===== src/rtl/aux_irq_pkg.sv =====
package aux_irq_pkg;
  localparam int CTRL_WD_BIT   = 0;
  localparam int CTRL_FAIL_BIT = 4;
  localparam int CTRL_DP_BIT   = 7;
  localparam int NMI_MASK_BIT  = 7;
  localparam int NUM_FAIL      = 3;  // index 0 ac, 1 sys, 2 abort

  typedef struct packed {
    logic                dpSet;
    logic                dpClr;
    logic [NUM_FAIL-1:0] failSet;
    logic                failClr;
    logic                wdRun;
    logic                wdClr;
  } latchCtl_t;
endpackage


===== src/rtl/aux_irq_regs.sv =====
module aux_irq_regs
  import aux_irq_pkg::*;
#(
  parameter int DP_ADDR_W   = 12,
  parameter int DP_IRQ_SPAN = 16
) (
  input  logic                 clk,
  input  logic                 rstN,
  input  logic                 dpRdStb,
  input  logic [DP_ADDR_W-1:0] dpAddr,
  input  logic                 dpIrqJumper,
  input  logic [NUM_FAIL-1:0]  failEvt,
  input  logic                 ctrlWrEn,
  input  logic [7:0]           ctrlWrData,
  input  logic                 nmiWrEn,
  input  logic [7:0]           nmiWrData,
  output latchCtl_t            ctl,
  output logic                 nmiEnable
);
  localparam logic [DP_ADDR_W-1:0] SPAN = DP_ADDR_W'(DP_IRQ_SPAN);

  logic [7:0] ctrlReg;
  logic       nmiMaskN;  // 1 = disabled
  logic       dpHit;
  logic       failOff;
  logic       wdOff;

  always_ff @(posedge clk) begin
    if (!rstN) begin
      ctrlReg  <= 8'h00;
      nmiMaskN <= 1'b1;
    end else begin
      if (ctrlWrEn) ctrlReg  <= ctrlWrData;
      if (nmiWrEn)  nmiMaskN <= nmiWrData[NMI_MASK_BIT];
    end
  end

  always_comb begin
    dpHit   = dpRdStb && dpIrqJumper && (dpAddr < SPAN);
    failOff = !ctrlReg[CTRL_FAIL_BIT] || (ctrlWrEn && !ctrlWrData[CTRL_FAIL_BIT]);
    wdOff   = !ctrlReg[CTRL_WD_BIT]   || (ctrlWrEn && !ctrlWrData[CTRL_WD_BIT]);

    ctl.dpClr   = ctrlWrEn && !ctrlWrData[CTRL_DP_BIT];
    ctl.dpSet   = dpHit && !ctl.dpClr;
    ctl.failClr = failOff;
    ctl.failSet = failOff ? '0 : failEvt;
    ctl.wdClr   = wdOff;
    ctl.wdRun   = !wdOff;
    nmiEnable   = !nmiMaskN;
  end
endmodule


===== src/rtl/aux_irq_latches.sv =====
module aux_irq_latches
  import aux_irq_pkg::*;
#(
  parameter int WD_CYCLES = 7_500_000
) (
  input  logic                clk,
  input  logic                rstN,
  input  latchCtl_t           ctl,
  input  logic                wdService,
  output logic                dpLatch,
  output logic [NUM_FAIL-1:0] failLatch,
  output logic                wdLatch
);
  localparam int CNT_W = $clog2(WD_CYCLES + 1);
  localparam logic [CNT_W-1:0] LAST = CNT_W'(WD_CYCLES - 1);

  logic [CNT_W-1:0] wdCnt;

  always_ff @(posedge clk) begin
    if (!rstN)          dpLatch <= 1'b0;
    else if (ctl.dpClr) dpLatch <= 1'b0;
    else if (ctl.dpSet) dpLatch <= 1'b1;
  end

  for (genvar i = 0; i < NUM_FAIL; i++) begin : gFail
    always_ff @(posedge clk) begin
      if (!rstN)               failLatch[i] <= 1'b0;
      else if (ctl.failClr)    failLatch[i] <= 1'b0;
      else if (ctl.failSet[i]) failLatch[i] <= 1'b1;
    end
  end

  always_ff @(posedge clk) begin
    if (!rstN) begin
      wdCnt   <= '0;
      wdLatch <= 1'b0;
    end else if (ctl.wdClr) begin
      wdCnt   <= '0;
      wdLatch <= 1'b0;
    end else if (wdService) begin
      wdCnt   <= '0;
    end else if (ctl.wdRun && !wdLatch) begin
      if (wdCnt == LAST) wdLatch <= 1'b1;
      else               wdCnt   <= wdCnt + 1'b1;
    end
  end
endmodule


===== src/rtl/aux_irq_ctrl.sv =====
module aux_irq_ctrl
  import aux_irq_pkg::*;
#(
  parameter int DP_ADDR_W   = 12,
  parameter int DP_IRQ_SPAN = 16,
  parameter int WD_CYCLES   = 7_500_000
) (
  input  logic                 clk,
  input  logic                 rstN,
  input  logic                 dpRdStb,
  input  logic [DP_ADDR_W-1:0] dpAddr,
  input  logic                 dpIrqJumper,
  input  logic                 sysFailEvt,
  input  logic                 acFailEvt,
  input  logic                 abortEvt,
  input  logic                 wdService,
  input  logic                 ctrlWrEn,
  input  logic [7:0]           ctrlWrData,
  input  logic                 nmiWrEn,
  input  logic [7:0]           nmiWrData,
  output logic [7:0]           status1,
  output logic [7:0]           status2,
  output logic [7:0]           auxIntStat,
  output logic                 irqOut,
  output logic                 nmiOut
);
  latchCtl_t           ctl;
  logic                nmiEnable;
  logic                dpLatch;
  logic [NUM_FAIL-1:0] failLatch;
  logic                wdLatch;

  aux_irq_regs #(.DP_ADDR_W(DP_ADDR_W), .DP_IRQ_SPAN(DP_IRQ_SPAN)) uRegs (
    .clk(clk), .rstN(rstN), .dpRdStb(dpRdStb), .dpAddr(dpAddr),
    .dpIrqJumper(dpIrqJumper), .failEvt({abortEvt, sysFailEvt, acFailEvt}),
    .ctrlWrEn(ctrlWrEn), .ctrlWrData(ctrlWrData), .nmiWrEn(nmiWrEn),
    .nmiWrData(nmiWrData), .ctl(ctl), .nmiEnable(nmiEnable)
  );

  aux_irq_latches #(.WD_CYCLES(WD_CYCLES)) uLatches (
    .clk(clk), .rstN(rstN), .ctl(ctl), .wdService(wdService),
    .dpLatch(dpLatch), .failLatch(failLatch), .wdLatch(wdLatch)
  );

  assign status1    = {4'b0000, failLatch, 1'b0};
  assign status2    = {!wdLatch, 7'b0000000};
  assign auxIntStat = {7'b0000000, dpLatch};
  assign irqOut     = dpLatch;
  assign nmiOut     = nmiEnable && ((|failLatch) || wdLatch);
endmodule


===== config.mk =====
export PLATFORM = sky130hd
export DESIGN_NAME = aux_irq_ctrl
export DESIGN_NICKNAME = d
export VERILOG_FILES = /design/src/rtl/aux_irq_pkg.sv /design/src/rtl/aux_irq_regs.sv /design/src/rtl/aux_irq_latches.sv /design/src/rtl/aux_irq_ctrl.sv
export SDC_FILE = /design/constraint.sdc
export NUM_CORES = 1
export LEC_CHECK = 0
export BUFFER_PORTS_ARGS = -buffer_cell sky130_fd_sc_hd__buf_2
export CAP_MARGIN = 20
export CELL_PAD_IN_SITES_DETAIL_PLACEMENT = 1
export CELL_PAD_IN_SITES_GLOBAL_PLACEMENT = 1
export CORE_AREA = 2 2 80 63
export CTS_BUF_LIST = sky130_fd_sc_hd__clkbuf_16
export DETAILED_ROUTE_END_ITERATION = 8
export DIE_AREA = 0 0 82 65
export MAX_ROUTING_LAYER = met4
export PLACE_DENSITY = 0.91
export SETUP_SLACK_MARGIN = 0.5
export SKIP_LAST_GASP = 1
export SYNTH_ARGS = -nofsm -noshare
export SYNTH_HDL_FRONTEND = slang
export SYNTH_HIERARCHICAL = 1
export SYNTH_SLANG_ARGS = --single-unit

===== constraint.sdc =====
create_clock -name clk -period 3.3 [get_ports clk]
set_input_delay 0.33 -clock clk [delete_from_list [all_inputs] [get_ports clk]]
set_output_delay 0.33 -clock clk [all_outputs]
set_load 0.01 [all_outputs]

==> results.py <==
metrics = {
    "final_layout": {
        "layout.nets": 260,
        "fill_cells": 567,
        "areaGrowthSynthToFinish_pct": 14.0,
        "utilization": 0.413,
        "drive_gt1_frac": 0.198,
        "final-seq-area_um2": 621,
        "multi_input_area_um2": 912,
        "antennaDiodeCount": 0,
    },
    "cts": {
        "postCtsSetupBuffers": 0,
        "insertion_delay_ns": 0.28,
        "h-tree-depth": 2,
        "clock_path_buffers": 2,
        "cts.root.buffer_cell": "clkbuf_16",
        "cts_sinks": 31,
        "cts_hold_buf": 0,
        "cts_tree": "built",
        "post_cts_resized": 0,
        "cts_buffers": 5,
        "clk_pin_slew_ns": 0.05,
    },
    "timing": {
        "max_freq_mhz": 505,
        "tns_ns": 0,
        "min_period_over_period": 0.600,
        "final-hold-violation-count": 0,
        "finalSetupViolations": 0,
        "maxSlewViolCount": 0,
        "period_needed_ns": 1.98,
        "grt_setup_unrepaired": "false",
        "whs_ns": 0.274,
        "skew_ns": 0.00426,
    },
    "route": {
        "wire_per_inst_um": 13.5,
        "vias_per_cell": 4.75,
        "drt_iter0_drc": 72,
        "drc_errors": 0,
        "firstDrtPassIters": 4,
        "wl_mm": 3.81,
        "via_count": 1340,
        "ant_nets": 0,
    },
    "grt": {
        "grt_pass1_vias": 1358,
        "grt_antenna_before_repair": 0,
        "grt.overflow.total": 0,
        "grt_pass1_wl_mm": 6.24,
        "grt_start_max_net_pins": 22,
        "gr-usage-all-layers": 0.160,
    },
    "power_and_ir_drop": {
        "p_clk_frac": 0.505,
        "power_switching_uw": 189,
        "irDropWorstVdd_uv": 253,
        "seqPwrFrac": 0.444,
        "swShare": 0.221,
        "p_leak_nw": 0.700,
        "power_density_mw_per_mm2": 447,
        "internal_power_uw": 665,
        "power_frac_comb": 0.051,
    },
    "logic_synthesis": {
        "ys_warn_count": 6,
        "synth_area_mm2": 0.00168,
        "postSynthAreaPerCell_um2": 8.68,
        "ys_top_cells_by_area": "dfxtp_1, buf_4, nor2_1, xnor2_1, xor2_1",
        "ys_types": 39,
        "synth_edf_count": 0,
        "ys.flop_type": "dfxtp_1",
        "async_flop_share": 0,
        "synth_top_cell_by_area": "dfxtp_1",
        "ys_seq_area_frac": 0.370,
        "synth_commonest_cells": "dfxtp_1, nor2_1, buf_4",
        "yosysTopAreaCellShare": 0.370,
        "yosysMostFrequentCell": "dfxtp_1",
        "ys_seq_elements": 31,
        "postSynthCellCount": 193,
    },
    "min_path": {
        "hold_path_class": "input port to flip-flop",
        "whs_path_depth": 2,
    },
    "place": {
        "hpwl_mm": 2.76,
        "numPortBuffers": 28,
        "gp_congestion": 0.833,
    },
    "worst_setup_path": {
        "r2r_cells": 4,
        "cp_max_fo": 21,
        "arrival_ns": 2.20,
        "critPathCaptureType": "flip-flop",
        "cp.required_ns": 3.52,
        "criticalPathCategory": "flip-flop to flip-flop",
        "cp-start-kind": "flip-flop",
    },
    "die": {
        "dieHeight_um": 65,
        "coreArea_mm2": 0.00462,
        "initial_core_util": 0.362,
        "die_w_um": 82,
        "std_cell_rows": 22,
        "io_pins": 64,
        "die-area_mm2": 0.00533,
    },
    "run_status": {
        "outcome": "completed",
    },
    "job": {
        "max_cap_violations": 0,
    },
}
final cells by class:
| cell class | count | area share |
|---|---|---|
| Multi-Input combinational cell | 148 | 0.477 |
| Timing Repair Buffer | 28 | 0.0733 |
| Clock inverter | 3 | 0.00589 |
| Clock buffer | 5 | 0.0655 |
| Inverter | 7 | 0.0138 |
| Sequential cell | 31 | 0.325 |
| Tap cell | 60 | 0.0393 |
per-layer routing:
metal  routed length [µm]  track usage
met3                  129       0.0446
met2                 1870        0.249
met4                   51       0.0729
met1                 1760        0.193
met5                    0            -
metrics by stage:
stage	total power [mW]	std cells	setup slack [ns]	area [µm²]
floorplan	0.430	211	1.61	1740
global placement	0.428	274	1.21	1770
detailed placement	0.430	274	1.13	1770
CTS	0.862	282	1.31	1910
global route	0.888	282	1.23	1910
finish	0.854	282	1.32	1910
registers in the layout, summed over array words and instances, names as in the netlist:
register and flops:
uLatches/dpLatch 1, uLatches/failLatch 3, uLatches/wdCnt 23, uLatches/wdLatch 1, uRegs/ctrlReg 2, uRegs/nmiMaskN 1
critical path, cell delays in order (launching register included):
cell and delay (ns):
dfxtp_1 0.36, o21ai_0 0.17, or3b_2 0.70, or4_1 0.59, nand2_1 0.09
path summary, 6_finish.rpt:
kind	from	end	slack (ns)
min	nmiWrEn	uRegs/nmiMaskN	0.27
min reg2reg	uLatches/wdCnt[8]	uLatches/wdCnt[8]	0.50
max reg2reg	uRegs/ctrlReg[0]	uLatches/wdCnt[5]	1.32
max	uRegs/ctrlReg[0]	uLatches/wdCnt[5]	1.32
cells by family (layout without fill, tap and decap cells):
group                      Yosys count  count (layout)  share of synthesized area
and+or+nand+nor                     93              93                      0.323
buffers and inverters               32              43                      0.125
DFF                                 31              31                      0.370
xor gates and xnor gates            19              19                     0.0993
AOI/OAI and AO/OA                   14              14                     0.0597
muxes                                2               2                     0.0119
adders and majority gates            1               1                    0.00747
other                                1              19                    0.00224
placed cells by master, fill, tap and decap left out, drive strengths merged, types with 4 or more instances in the layout:
cell    Yosys  routed
dfxtp      31      31
nor2       30      30
buf        23      28
o211ai      4       4
nor3        7       7
conb        1      19
inv         7       8
xor2        7       7
nand2       9       9
clkbuf      2       5
and3        7       7
nand4       4       4
nand3       9       9
xnor2      12      12
o21ai       6       6
nor4        5       5
power groups by stage:
stage	registers, mW	clock network (mW)	logic (mW)
global placement	0.386	0	0.0412
finish	0.379	0.432	0.0433
global route	0.379	0.460	0.0491
CTS	0.379	0.440	0.0430
floorplan	0.386	0	0.0436
detailed placement	0.387	0	0.0428
No activity file was read; power rests on OpenSTA's default activity.
